===== src/rtl/block_dealer.sv =====
module block_dealer #(
  parameter int NUM_ENG = 4,
  parameter int UNITS   = 15,
  parameter int CNT_W   = 16,
  localparam int MASK_W = NUM_ENG * UNITS,
  localparam int PTR_W  = (NUM_ENG > 1) ? $clog2(NUM_ENG) : 1
) (
  input  logic                     clk,
  input  logic                     rst_n,
  input  logic                     start,
  input  logic [CNT_W-1:0]         total_blocks,
  input  logic [MASK_W-1:0]        unit_mask,
  input  logic [NUM_ENG-1:0]       eng_ready,
  output logic [NUM_ENG-1:0]       eng_valid,
  output logic [NUM_ENG*CNT_W-1:0] eng_block,
  output logic [MASK_W-1:0]        eng_mask,
  output logic                     done,
  output logic                     mask_err
);

  logic              busy;
  logic [PTR_W-1:0]  ptr;
  logic [CNT_W-1:0]  idx, total_q;
  logic [MASK_W-1:0] grp, mask_q;
  logic [NUM_ENG-1:0] elig_in, elig_q;

  function automatic logic [PTR_W-1:0] next_elig(input logic [NUM_ENG-1:0] el,
                                                 input logic [PTR_W-1:0] cur);
    logic [PTR_W-1:0] res;
    logic found;
    res = cur;
    found = 1'b0;
    for (int k = 1; k <= NUM_ENG; k++) begin
      int j;
      j = (int'(cur) + k) % NUM_ENG;
      if (!found && el[j]) begin
        res = PTR_W'(j);
        found = 1'b1;
      end
    end
    return res;
  endfunction

  for (genvar e = 0; e < NUM_ENG; e++) begin : g_eng
    for (genvar u = 0; u < UNITS; u++) begin : g_unit
      assign grp[e*UNITS+u] = unit_mask[u*NUM_ENG+e];
    end
    assign elig_in[e]               = |grp[e*UNITS +: UNITS];
    assign elig_q[e]                = |mask_q[e*UNITS +: UNITS];
    assign eng_valid[e]             = busy && (ptr == PTR_W'(e));
    assign eng_block[e*CNT_W +: CNT_W] = idx;
  end

  assign eng_mask = mask_q;

  wire accept = busy && eng_ready[ptr];
  wire last   = (idx == total_q - 1'b1);

  always_ff @(posedge clk) begin
    if (!rst_n) begin
      busy     <= 1'b0;
      ptr      <= '0;
      idx      <= '0;
      total_q  <= '0;
      mask_q   <= '0;
      done     <= 1'b0;
      mask_err <= 1'b0;
    end else begin
      done     <= 1'b0;
      mask_err <= 1'b0;
      if (!busy && start) begin
        if (elig_in == '0) begin
          mask_err <= 1'b1;
        end else if (total_blocks == '0) begin
          done <= 1'b1;
        end else begin
          busy    <= 1'b1;
          ptr     <= next_elig(elig_in, PTR_W'(NUM_ENG-1));
          idx     <= '0;
          total_q <= total_blocks;
          mask_q  <= grp;
        end
      end else if (accept) begin
        if (last) begin
          busy <= 1'b0;
          done <= 1'b1;
        end else begin
          idx <= idx + 1'b1;
          ptr <= next_elig(elig_q, ptr);
        end
      end
    end
  end

  AST_ONE_OFFER: assert property (@(posedge clk) disable iff (!rst_n)
    $onehot0(eng_valid));
  AST_HOLD_HEAD: assert property (@(posedge clk) disable iff (!rst_n)
    (|(eng_valid & ~eng_ready)) |=> $stable(eng_valid) && $stable(idx));
  AST_SKIP_EMPTY: assert property (@(posedge clk) disable iff (!rst_n)
    (eng_valid & ~elig_q) == '0);
  AST_IDX_STEP: assert property (@(posedge clk) disable iff (!rst_n)
    (accept && !last) |=> idx == $past(idx) + 1'b1);
  AST_DONE_PULSE: assert property (@(posedge clk) disable iff (!rst_n)
    done |=> !done);
  AST_ERR_QUIET: assert property (@(posedge clk) disable iff (!rst_n)
    mask_err |-> (eng_valid == '0 && !done));

endmodule


===== config.mk =====
export PLATFORM = sky130hd
export DESIGN_NAME = block_dealer
export DESIGN_NICKNAME = d
export VERILOG_FILES = /design/src/rtl/block_dealer.sv
export SDC_FILE = /design/constraint.sdc
export NUM_CORES = 1
export LEC_CHECK = 0
export BUFFER_PORTS_ARGS = -buffer_cell sky130_fd_sc_hd__buf_2
export CORE_ASPECT_RATIO = 1.1
export CORE_UTILIZATION = 49
export DETAILED_ROUTE_END_ITERATION = 10
export PLACE_DENSITY = 0.8
export SLEW_MARGIN = 15
export SYNTH_ARGS = -nofsm -noshare
export SYNTH_HDL_FRONTEND = slang
export SYNTH_SLANG_ARGS = --single-unit

===== constraint.sdc =====
create_clock -name clk -period 3 [get_ports clk]
set_input_delay 0 -clock clk [delete_from_list [all_inputs] [get_ports clk]]
set_output_delay 0 -clock clk [all_outputs]
set_load 0.03 [all_outputs]

==> results.json <==
{
  "hold_path_end": "idx[1]$_SDFFE_PN0P_",
  "floorplan.initialDensity": 0.5097,
  "yosys_register_bits": 97,
  "synth_top_cells_by_count": "sky130_fd_sc_hd__nand2_1, sky130_fd_sc_hd__dfxtp_1, sky130_fd_sc_hd__a21boi_1",
  "die_h_um": 111.6,
  "netlist_area_mm2": 0.005348,
  "nets": 989,
  "grt_start_max_net_pins": 56,
  "num-fill-cells": 777,
  "avgRoutedWirePerCell_um": 16.23,
  "min_from": "start",
  "synth_warnings": 0,
  "cts_num_sinks": 97,
  "dr.pass1.iters": 6,
  "worst_setup_path_end_kind": "flip-flop",
  "synth_enable_flop_cells": 0,
  "timing.final.crit_share": 0.9585,
  "synth_top_flop_cell": "sky130_fd_sc_hd__dfxtp_1",
  "drive_above_1_share": 0.2906,
  "achievable-frequency_ghz": 0.3478,
  "synth_async_sr_flop_share": 0,
  "post-layout-total-power_mw": 3.433,
  "reg2reg_setup_slack_ns": 0.12,
  "critical_path.startpoint_type": "flip-flop",
  "globalRouteOverflowTotal": 0,
  "post_synth.cell_area_avg_um2": 7.970,
  "number_of_i_o_port_buffers": 212,
  "drt.antenna.violating_nets": 0,
  "synth.lib_cells_used.distinct": 61,
  "tritoncts_clock_tree": "done",
  "mappedNetlistNets": 760,
  "grt_use_total": 0.3061,
  "ctsRootBufferMaster": "sky130_fd_sc_hd__clkbuf_16",
  "place.detailed.instances": 956,
  "drv_cap": 0,
  "cp_max_fo": 33,
  "slew_viol_final": 0,
  "drt-total-wl_mm": 17.01,
  "r2r-start": "total_q[2]$_SDFFE_PN0P_",
  "final.setup_skew_ns": 0.008007,
  "yosys-top-cells-area": "sky130_fd_sc_hd__dfxtp_1, sky130_fd_sc_hd__nand2_1, sky130_fd_sc_hd__a21boi_1",
  "die-area_mm2": 0.01134,
  "post-synth-top-area-fraction": 0.3631,
  "syn_inst": 671,
  "drtIter0Drc": 393,
  "synth_seq_area_share": 0.3631,
  "fp.dieW_um": 101.6,
  "vdd.ir_drop.worst_mv": 0.3450,
  "grt_pass1_vias": 5773,
  "area_delta_synth_final_pct": 36.15,
  "min_delay_path_depth": 4,
  "final_cell_count_no_fill": 1048,
  "grt_antenna_before_repair": 0,
  "timing.critical_path.required_ns": 3.27,
  "layout_min_cycle_time_ns": 2.875,
  "place.gp.congestion": 0.8876,
  "report.final.hold_viol_count": 0,
  "cts_made_buffers": 9,
  "critical_path.reg2reg.endpoint": "idx[7]$_SDFFE_PN0P_",
  "critical_path_class": "reg2reg",
  "clkLatencyLatePin_ns": 0.34,
  "route.detailed.drc": 0,
  "clkSlewWorstSetupHoldPaths_ns": 0.07,
  "timing.max_slew.rel_slack": 0.5195,
  "finalSetupViolations": 0,
  "setup-tns-final_ns": 0,
  "rows": 39,
  "num_io_pins": 213,
  "worst_slew_pin_slew_ns": 0.7207,
  "netlist.top_cell.by_area": "sky130_fd_sc_hd__dfxtp_1",
  "wire_length_of_the_first_global_routing_pass_mm": 27.73,
  "cellLeakagePower_nw": 3.281,
  "dpl.hpwl_mm": 10.96,
  "cellPowerDensity_mw_per_mm2": 471.5,
  "holdCritPathClass": "in2reg",
  "cts_max_path_buffers": 2,
  "synth.most_common_cell": "sky130_fd_sc_hd__nand2_1",
  "run_status": "completed",
  "insertedDiodeCount": 0,
  "vias": 5917,
  "reg2reg_depth": 9,
  "worst_ep_arrival_time_ns": 3.14,
  "cts.htree.levels": 3,
  "rsz0062_at_grt": "no",
  "coreArea_mm2": 0.01049,
  "vias_per_cell": 5.646
}
-- critical path, cell delays in order, from the launching register on --
cell and delay (ns):
sky130_fd_sc_hd__dfxtp_1 0.36, sky130_fd_sc_hd__or4_1 0.65, sky130_fd_sc_hd__o31a_1 0.33, sky130_fd_sc_hd__o32a_1 0.30, sky130_fd_sc_hd__a21oi_2 0.16, sky130_fd_sc_hd__or3_4 0.15, sky130_fd_sc_hd__o21ai_4 0.06, sky130_fd_sc_hd__buf_12 0.17
sky130_fd_sc_hd__or4_1 0.47, sky130_fd_sc_hd__a21oi_1 0.16
-- cell families after synthesis --
group           Yosys count  synth area share
simple gates            313            0.2840
buf+inv                  97            0.1076
xor+xnor                 15           0.02457
compound gates          134            0.1844
fa+ha+maj                 7           0.01591
mux                       8           0.02035
flops                    97            0.3631
-- worst max-delay path by stage --
stage,startpoint,to,cells after the start
final,total_q[2]$_SDFFE_PN0P_,idx[7]$_SDFFE_PN0P_,9
after detailed placement,total_q[1]$_SDFFE_PN0P_,ptr[1]$_SDFFE_PN0P_,9
after global placement,total_q[1]$_SDFFE_PN0P_,ptr[1]$_SDFFE_PN0P_,9
after global routing,total_q[2]$_SDFFE_PN0P_,idx[7]$_SDFFE_PN0P_,9
after CTS,total_q[1]$_SDFFE_PN0P_,ptr[1]$_SDFFE_PN0P_,9
after floorplan,idx[7]$_SDFFE_PN0P_,idx[0]$_SDFFE_PN0P_,11
-- stage by stage --
stage	worst slack, ns	util	hold WS [ns]	area (µm²)
floorplan	0.1810	-	0.1348	5348
global placement	0.2068	0.5917	0.2487	6207
detailed placement	0.1018	0.5917	0.2593	6207
CTS	0.1104	0.6925	0.1098	7266
global route	0.002218	0.6940	0.1454	7281
finish	0.1246	0.6940	0.1192	7281
-- layout make-up --
class,instances,area [µm²],share of cell area
Multi-Input combinational cell,477,2855,0.3922
Timing Repair Buffer,307,1977,0.2715
Sequential cell,97,1942,0.2667
Clock buffer,11,242.7,0.03334
Tap cell,143,178.9,0.02457
Clock inverter,5,55.05,0.007561
Inverter,8,30.03,0.004124
-- report_power, final --
group	internal, mW	total, mW	switching [mW]
Clock	0.667	1.17	0.502
Combinational	0.347	0.831	0.485
Sequential	1.36	1.43	0.0748
Total	2.37	3.43	1.06
-- cells in the final DEF (no fill, tap or decap), types with 6 or more instances in the layout --
master and instances:
sky130_fd_sc_hd__nand3_1 8, sky130_fd_sc_hd__nand4_1 18, sky130_fd_sc_hd__nor3_1 15, sky130_fd_sc_hd__nor2_1 10, sky130_fd_sc_hd__nand2_1 172, sky130_fd_sc_hd__or4_1 13
sky130_fd_sc_hd__ha_1 6, sky130_fd_sc_hd__nor2b_1 7, sky130_fd_sc_hd__and2_1 7, sky130_fd_sc_hd__buf_4 18, sky130_fd_sc_hd__buf_2 212, sky130_fd_sc_hd__clkbuf_16 9
sky130_fd_sc_hd__inv_1 8, sky130_fd_sc_hd__o21ai_0 6, sky130_fd_sc_hd__nor4_1 34, sky130_fd_sc_hd__xnor2_1 10, sky130_fd_sc_hd__dfxtp_1 97, sky130_fd_sc_hd__o21ai_1 6
sky130_fd_sc_hd__dlygate4sd3_1 76, sky130_fd_sc_hd__or3_1 11, sky130_fd_sc_hd__a21boi_1 72, sky130_fd_sc_hd__a21oi_1 10
-- per-layer routing --
metal	wire length (µm)	up-vias	track usage	share of wire
li1	-	2769	-	-
met1	6476	2718	0.3504	0.38
met2	8374	352	0.5203	0.49
met3	1278	78	0.06403	0.075
met4	885	0	0.1758	0.052
met5	0	-	0	0
-- sequential cells by signal (all words and copies together), names as in the netlist --
name	count
busy	1
mask_err	1
ptr	2
done	1
eng_mask	60
total_q	16
idx	16
-- timing repair --
| item | in CTS | in global routing |
|---|---|---|
| buffers inserted | 0 | 0 |
| hold buffers | 76 | 0 |
| endpoints found under the setup margin | 0 | 3 |
| endpoints found under the hold margin | 76 | 0 |
| resized for setup | 0 | 2 |
Note: power is estimated with default switching activity, not from simulation.
